--- src/rtl/arsp_pkg.sv ---
package arsp_pkg;

  typedef enum logic [2:0] {
    RS_IDLE,
    RS_ACK,
    RS_WAIT,
    RS_DATA,
    RS_DONE
  } rsp_state_e;

  // Content of the lookup array at a given index (low byte of the address).
  function automatic logic [31:0] rom_word(input logic [31:0] idx);
    logic [7:0] b;
    b = idx[7:0];
    return {16'h0000, b ^ 8'hC3, b + 8'h11};
  endfunction

endpackage

--- src/rtl/arsp_sync.sv ---
module arsp_sync #(
  parameter int WIDTH  = 2,
  parameter int STAGES = 2
) (
  input  logic             clk,
  input  logic             rst_n,
  input  logic [WIDTH-1:0] d,
  output logic [WIDTH-1:0] q
);

  logic [STAGES-1:0][WIDTH-1:0] chain_q;

  always_ff @(posedge clk or negedge rst_n) begin
    if (!rst_n) begin
      chain_q <= '0;
    end else begin
      chain_q[0] <= d;
      for (int i = 1; i < STAGES; i++) begin
        chain_q[i] <= chain_q[i-1];
      end
    end
  end

  assign q = chain_q[STAGES-1];

endmodule

--- src/rtl/arsp_timer.sv ---
module arsp_timer #(
  parameter int LATENCY = 6
) (
  input  logic clk,
  input  logic rst_n,
  input  logic load,
  output logic done
);

  localparam int CNT_W = $clog2(LATENCY + 1);

  logic [CNT_W-1:0] cnt_q;

  always_ff @(posedge clk or negedge rst_n) begin
    if (!rst_n) begin
      cnt_q <= '0;
    end else if (load) begin
      cnt_q <= CNT_W'(LATENCY);
    end else if (cnt_q != '0) begin
      cnt_q <= cnt_q - 1'b1;
    end
  end

  assign done = (cnt_q == '0);

endmodule

--- src/rtl/arsp_rom.sv ---
module arsp_rom
  import arsp_pkg::*;
#(
  parameter int DATA_W = 16,
  parameter int DEPTH  = 256,
  parameter int IDX_W  = $clog2(DEPTH)
) (
  input  logic [IDX_W-1:0]  idx,
  output logic [DATA_W-1:0] word
);

  logic [DATA_W-1:0] table_w [DEPTH];

  for (genvar g = 0; g < DEPTH; g++) begin : g_entry
    localparam logic [31:0] ENTRY = rom_word(32'(g));
    assign table_w[g] = ENTRY[DATA_W-1:0];
  end

  assign word = table_w[idx];

endmodule

--- src/rtl/async_read_responder.sv ---
module async_read_responder
  import arsp_pkg::*;
#(
  parameter int DATA_W      = 16,
  parameter int ROM_DEPTH   = 256,
  parameter int LATENCY     = 6,
  parameter int SYNC_STAGES = 2
) (
  input  logic              clk,
  input  logic              rst_n,
  input  logic              req_i,
  input  logic              ack_i,
  input  logic [DATA_W-1:0] bus_i,
  output logic              ack_o,
  output logic              ack_oe,
  output logic              drdy_o,
  output logic [DATA_W-1:0] bus_o,
  output logic              bus_oe
);

  localparam int IDX_W = $clog2(ROM_DEPTH);

  // Named internal events, also used by the bound checker
  logic       req_s;
  logic       ack_s;
  logic       timer_done;
  logic       accept;
  logic [1:0] sync_q;

  rsp_state_e        state_q, state_d;
  logic [IDX_W-1:0]  addr_q;
  logic [DATA_W-1:0] rom_q;
  logic              unused_addr_hi;

  arsp_sync #(.WIDTH(2), .STAGES(SYNC_STAGES)) u_sync (
    .clk   (clk),
    .rst_n (rst_n),
    .d     ({ack_i, req_i}),
    .q     (sync_q)
  );
  assign req_s = sync_q[0];
  assign ack_s = sync_q[1];

  assign accept = (state_q == RS_IDLE) && req_s;

  arsp_timer #(.LATENCY(LATENCY)) u_timer (
    .clk   (clk),
    .rst_n (rst_n),
    .load  (accept),
    .done  (timer_done)
  );

  arsp_rom #(.DATA_W(DATA_W), .DEPTH(ROM_DEPTH), .IDX_W(IDX_W)) u_rom (
    .idx  (addr_q),
    .word (rom_q)
  );

  assign unused_addr_hi = ^bus_i[DATA_W-1:IDX_W];

  always_ff @(posedge clk or negedge rst_n) begin
    if (!rst_n) begin
      addr_q <= '0;
    end else if (accept) begin
      addr_q <= bus_i[IDX_W-1:0];
    end
  end

  always_comb begin
    state_d = state_q;
    unique case (state_q)
      RS_IDLE: if (req_s)      state_d = RS_ACK;
      RS_ACK:  if (!req_s)     state_d = RS_WAIT;
      RS_WAIT: if (timer_done) state_d = RS_DATA;
      RS_DATA: if (ack_s)      state_d = RS_DONE;
      RS_DONE: if (!ack_s)     state_d = RS_IDLE;
      default:                 state_d = RS_IDLE;
    endcase
  end

  always_ff @(posedge clk or negedge rst_n) begin
    if (!rst_n) state_q <= RS_IDLE;
    else        state_q <= state_d;
  end

  assign ack_o  = (state_q == RS_ACK);
  assign ack_oe = (state_q == RS_IDLE) || (state_q == RS_ACK) || (state_q == RS_WAIT);
  assign drdy_o = (state_q == RS_DATA);
  assign bus_oe = (state_q == RS_DATA);
  assign bus_o  = bus_oe ? rom_q : '0;

endmodule

--- config.mk ---
export PLATFORM = sky130hd
export DESIGN_NAME = async_read_responder
export DESIGN_NICKNAME = d
export VERILOG_FILES = /design/src/rtl/arsp_pkg.sv /design/src/rtl/arsp_sync.sv /design/src/rtl/arsp_timer.sv /design/src/rtl/arsp_rom.sv /design/src/rtl/async_read_responder.sv
export SDC_FILE = /design/constraint.sdc
export NUM_CORES = 1
export LEC_CHECK = 0
export ABC_CLOCK_PERIOD_IN_PS = 4100
export BUFFER_PORTS_ARGS = -buffer_cell sky130_fd_sc_hd__buf_2
export CAP_MARGIN = 20
export CORE_MARGIN = 2
export CORE_UTILIZATION = 50
export CTS_CLUSTER_DIAMETER = 100
export DETAILED_ROUTE_END_ITERATION = 16
export PLACE_DENSITY = 0.83
export SYNTH_ARGS = -nofsm -noshare
export SYNTH_HDL_FRONTEND = slang
export SYNTH_SLANG_ARGS = --single-unit
--- constraint.sdc ---
create_clock -name clk -period 4.1 [get_ports clk]
set_input_delay 0.41 -clock clk [delete_from_list [all_inputs] [get_ports clk]]
set_output_delay 0.41 -clock clk [all_outputs]
set_load 0.005 [all_outputs]
==> impl_metrics.json, run 1 <==
{
  "syn_inst": 91,
  "p_sw_share_pct": 39.8,
  "clkSlewWorstSetupHoldPaths_ns": 0.09,
  "hold_buffers": 0,
  "cp-start-kind": "flip-flop",
  "place_congestion": 0.772,
  "layout_common_cells": "buf_2 (31), dfrtp_1 (18), nor2_1 (14), nand2_1 (7), o21ai_0 (6)",
  "worstMarginPinSlew_ns": 0.834,
  "clk_latency_ns": 0.29,
  "numCtsBuffers": 3,
  "fmax_ghz": 0.465,
  "switching_power_uw": 319,
  "p_int_uw": 482,
  "final_hold_viol_count": 0,
  "stdcell_area_sq_mm": 0.00112,
  "cts_setup_buffers": 0,
  "start_util_pct": 54.3,
  "setup_viol": 0,
  "clockRootBuffer": "clkbuf_4",
  "cp_cell_sequence": "ha_1 > a31oi_1 > or3_1 > a21oi_1 > buf_2",
  "cts_tree": "built",
  "dieHeight_um": 47.8,
  "clock-sinks": 18,
  "outcome": "finished, final reports clean",
  "cellPowerDensity_mw_per_mm2": 717,
  "placed_area_sq_mm": 0.00109,
  "ys_types": 25,
  "final_util_pct": 63.3,
  "critPathCaptureType": "output pin",
  "final_antenna_net_count": 0,
  "synth_top_area_share_pct": 47.1,
  "clockBufferDepth": 2,
  "ys.warnings.count": 0,
  "max_slew_margin_pct": 44.1,
  "htreeDepth": 1,
  "die_area_sq_mm": 0.00228,
  "grt_pass1_wl_um": 2700,
  "hold_slack_ns": 0.0229,
  "critPathArrivalTime_ns": 1.74,
  "ios": 40,
  "power_frac_clock_pct": 10.6,
  "cts-resized-gates": 0,
  "finalWirelength_um": 1750,
  "num_vias": 733,
  "drtPass1Iterations": 4,
  "grt_usage_pct": 17.4,
  "viasPerCell": 5.06,
  "period_needed_ns": 2.15,
  "dp_slack_ns": 2.27,
  "antenna_found_initial": 0,
  "ir_drop_uv": 356,
  "final_common_cell": "buf_2",
  "seqPwrFrac_pct": 42.2,
  "avgSynthCellArea_sq_um": 10.5,
  "met3_usage_pct": 2.26,
  "power_frac_comb_pct": 47.2,
  "timing_worst_setup_path_type": "flip-flop to output pin",
  "rsz0062_at_grt": "false",
  "fin_nets": 146,
  "drc_errors": 0,
  "clock_skew_ns": 0.00191,
  "cp-startpoint": "addr_q[0]",
  "fin_setup_tns_ns": 0,
  "synth_area_sq_um": 957,
  "grtUsageMet2_pct": 27.7,
  "crit_required_ns": 3.69,
  "grt-ovfl-total": 0,
  "dp_hpwl_um": 1300,
  "synth_area_leader_cell": "dfrtp_1",
  "drv_cap": 0,
  "ys_seq_area_share_pct": 47.1,
  "grt-busiest-layer": "met2",
  "finalCritPeriodShare_pct": 52.5,
  "yosys_register_bits": 18,
  "holdCritPathClass": "input port to asynchronous set/reset pin",
  "drive_gt1_share_pct": 35.8,
  "grtUsageMet1_pct": 22.9,
  "cellLeakagePower_nw": 0.580,
  "grt_max_degree": 19,
  "syn_to_final_growth_pct": 16.7,
  "row_count": 15,
  "antenna_cells": 0,
  "cp_slowest_cell": "dfrtp_1",
  "avgRoutedWirePerCell_um": 12.0,
  "core_area_sq_mm": 0.00176,
  "drt_iter0_markers": 8,
  "worst_slack_ns": 1.95,
  "worstReg2RegStart": "state_q[0]",
  "postSynthNetCount": 115,
  "max_stage_delay_ns": 0.43,
  "dieWidth_um": 47.8,
  "cp_max_fo": 4,
  "synth_area_leaders": "dfrtp_1 (47%), mux2_4 (7.8%), nor2_1 (5.5%), ha_1 (5.2%), buf_6 (3.5%)",
  "drv_slew": 0,
  "grt_pass1_vias": 644,
  "portBuffers": 31
}
[kinds of logic after synthesis]
kind of cell | synth area share (%)
AND/OR/NAND/NOR | 17.5
AO/OA/AOI/OAI | 12.0
flip-flops | 47.1
buffers and inverters | 7.06
multiplexers | 10.2
adder cells (fa/ha/maj) | 5.23
XOR/XNOR | 0.915
[flip-flops by register name, indices dropped and copies added, names as in the netlist]
signal	flops
state_q	3
u_sync.chain_q	2
u_timer.cnt_q	3
addr_q	8
u_sync.q	2
[worst paths after layout]
path | end | slack (ns) | depth (start not counted)
worst max-delay path | bus_o[7] | 1.95 | 5
worst min-delay path | u_timer.cnt_q[0] | 0.02 | 1
worst max register to register | addr_q[3] | 2.30 | 2
worst min register to register | u_sync.q[0] | 0.35 | 0
max in group asynchronous | u_timer.cnt_q[2] | 3.81 | 1
min in group clk | u_sync.chain_q[0] | 0.22 | 1
[layout make-up]
type                       count  area, sq um
inverter                       5         18.8
clock buffer                   3         22.5
multi-input combinational     63          439
timing repair buffer          31          155
sequential                    18          450
tap                           25         31.3
fill                         165          647
[Yosys cell counts (all sizes together)]
cell	n
nor3b	1
nand3b	1
and2	4
a22oi	1
or3	2
a41oi	1
xnor2	1
nor2b	1
buf	5
a211o	1
ha	4
a21oi	5
nand2	7
nor4b	1
o21ai	6
or2	1
a31oi	2
inv	5
dfrtp	18
nor2	14
mux2	7
a211oi	2
a21boi	1
[through the flow]
stage	std cells	total power, mW
4_1_cts	145	0.806
3_5_place_dp	142	0.720
2_1_floorplan	91	0.624
6_report	145	0.801
3_3_place_gp	142	0.697
5_1_grt	145	0.879
[per-layer routing]
metal / vias to the layer above / part of all wire (%)
met5: - / 0
met4: 0 / 2.4
met3: 5 / 3.3
met2: 19 / 49
met1: 341 / 45
li1: 368 / -
[power by group through the flow]
stage	Sequential, mW	Clock [mW]	Combinational [mW]
after global routing	0.351	0.0956	0.432
after CTS	0.337	0.0864	0.382
after detailed placement	0.340	0	0.380
after floorplan	0.310	0	0.314
final	0.339	0.0846	0.378
after global placement	0.332	0	0.365
[critical path: cells and delay by family (launching register included)]
family,cells,cell delay (ns)
and+or+nand+nor,1,0.32
adders and majority gates,1,0.24
buffers and inverters,1,0.14
AOI/OAI and AO/OA,2,0.31
DFF,1,0.43
Power figures use the tool's default switching activity.
==> run 2: changes to the inputs <==
ABC_CLOCK_PERIOD_IN_PS = 2200   (was 4100)
CORE_UTILIZATION = 46   (was 50)
PLACE_DENSITY = 0.77   (was 0.83)
clock period = 2.2 ns   (was 4.1 ns; I/O delays follow)
==> run 2 against run 1 <==
Compared with the run above:
- worst hold slack better by 0.0033 ns
- total power rose by 92%
- routed wire length decreased by 1.9%
- critical path depth unchanged
- clock power increased by 140%
- combinational power is 89% higher
- largest cell class unchanged
- largest power group unchanged
==> impl_metrics.json, run 2 (synthesis results as in run 1) <==
{
  "grt_usage_pct": 16.0,
  "cts-resized-gates": 0,
  "outcome": "finished, final reports clean",
  "fmax_ghz": 0.518,
  "hp-start": "ack_i",
  "num_vias": 747,
  "clock_skew_ns": 0.00499,
  "hold_path_end": "u_sync.chain_q[1]",
  "die_area_sq_mm": 0.00246,
  "top_regs": "addr_q (8), state_q (3), u_timer.cnt_q (3)",
  "cp_max_fo": 4,
  "cellLeakagePower_nw": 0.596,
  "timing_worst_setup_path_type": "flip-flop to output pin",
  "finalCritPeriodShare_pct": 87.8,
  "cp-startpoint": "addr_q[0]",
  "clkSlewWorstSetupHoldPaths_ns": 0.10,
  "grt_pass1_vias": 665,
  "avgRoutedWirePerCell_um": 11.4,
  "drc_errors": 0,
  "hold_depth": 1,
  "largest_reg_flops": 8,
  "antenna_cells": 0,
  "drtPass1Iterations": 4,
  "antenna_found_initial": 0,
  "fin_setup_tns_ns": 0,
  "crit_required_ns": 1.98,
  "setup_viol": 0,
  "clockRootBuffer": "clkbuf_4",
  "cp-start-kind": "flip-flop",
  "worstMarginPinSlew_ns": 0.494,
  "dp_hpwl_um": 1270,
  "ff2ff_setup_slack_ns": 0.53,
  "fin_cells": 150,
  "cts_tree": "built",
  "worstReg2RegStart": "state_q[0]",
  "place_congestion": 0.690,
  "clockBufferDepth": 2,
  "final_hold_viol_count": 0,
  "clock-sinks": 18,
  "portBuffers": 31,
  "syn_to_final_growth_pct": 20.3,
  "worst_slack_ns": 0.268,
  "period_needed_ns": 1.93,
  "drv_slew": 0,
  "critPathCaptureType": "output pin",
  "layout_common_cells": "buf_2 (31), dfrtp_1 (18), nor2_1 (14), nand2_1 (7), o21ai_0 (6)",
  "finalWirelength_um": 1710,
  "drt_iter0_markers": 8,
  "dieHeight_um": 49.6,
  "holdCritPathClass": "input port to flip-flop",
  "drv_cap": 0,
  "cellPowerDensity_mw_per_mm2": 1340,
  "grt_max_degree": 19,
  "cts_setup_buffers": 0,
  "clk_latency_ns": 0.29,
  "grt_pass1_wl_um": 2930,
  "ir_drop_uv": 682,
  "fillCellCount": 201,
  "top_register": "addr_q",
  "fin_nets": 148,
  "viasPerCell": 4.98,
  "place_inst": 145,
  "dp_slack_ns": 0.508,
  "numCtsBuffers": 3,
  "reg2reg_depth": 3,
  "row_count": 16,
  "rsz0062_at_grt": "false",
  "hold_slack_ns": 0.0262,
  "dieWidth_um": 49.6,
  "grt-ovfl-total": 0,
  "htreeDepth": 1,
  "start_util_pct": 48.8,
  "drive_gt1_share_pct": 36.6,
  "final_common_cell": "buf_2",
  "critPathArrivalTime_ns": 1.71,
  "final_antenna_net_count": 0,
  "core_area_sq_mm": 0.00196,
  "reg2reg_to": "addr_q[7]",
  "max_slew_margin_pct": 66.9,
  "ios": 40
}
==> run 2: cell count changes in the layout (fill, tap and decap cells not counted), sizes merged <==
cell         delta
buf             +1
clkbuf          +1
dlygate4sd3     +1
==> run 2: how the worst max path moves through the flow <==
stage	end	slack [ns]	cells past startpoint
after CTS	bus_o[5]	0.26	5
final	bus_o[5]	0.27	5
after floorplan	bus_o[8]	0.76	5
after detailed placement	addr_q[6]	0.51	3
after global placement	addr_q[6]	0.51	3
after global routing	bus_o[5]	0.12	5
==> run 2: critical path, stage by stage, from the launching register on <==
cell and delay [ns]:
dfrtp_1 0.42, ha_1 0.22, a31oi_1 0.31, nor2_1 0.07, a211oi_1 0.24, buf_2 0.15
==> run 2: metal layers <==
metal  up-vias  global-route usage [%]  share of wire (%)
li1        374                       -                  -
met1       350                    19.6                 43
met2        19                    26.2                 50
met3         4                    2.42                4.5
met4         0                    9.72                2.0
met5         -                       0                  0
==> run 2: where the power goes <==
part,total [mW],switching (mW),internal [mW]
clock,0.203,0.102,0.101
sequential,0.621,0.157,0.464
combinational,0.714,0.334,0.380
==> run 2: metrics by stage <==
step | util (%) | area (sq um) | total power, mW
5_1_grt | 58.7 | 1150 | 1.70
3_5_place_dp | 56.3 | 1100 | 1.34
2_1_floorplan | - | 957 | 1.16
3_3_place_gp | 56.3 | 1100 | 1.31
4_1_cts | 58.7 | 1150 | 1.56
6_report | 58.7 | 1150 | 1.54
==> run 2: cell type report <==
type | instances | area (sq um) | share of cell area [%]
inverter | 5 | 18.8 | 1.63
timing repair buffer | 33 | 173 | 15.0
multi-input combinational | 63 | 439 | 38.2
tap | 27 | 33.8 | 2.93
clock buffer | 4 | 36.3 | 3.15
sequential | 18 | 450 | 39.1
==> run 2: timing repair <==
item	in CTS	in global routing
hold buffers	1	0
hold endpoints to repair	18	0
endpoints found under the setup margin	0	0
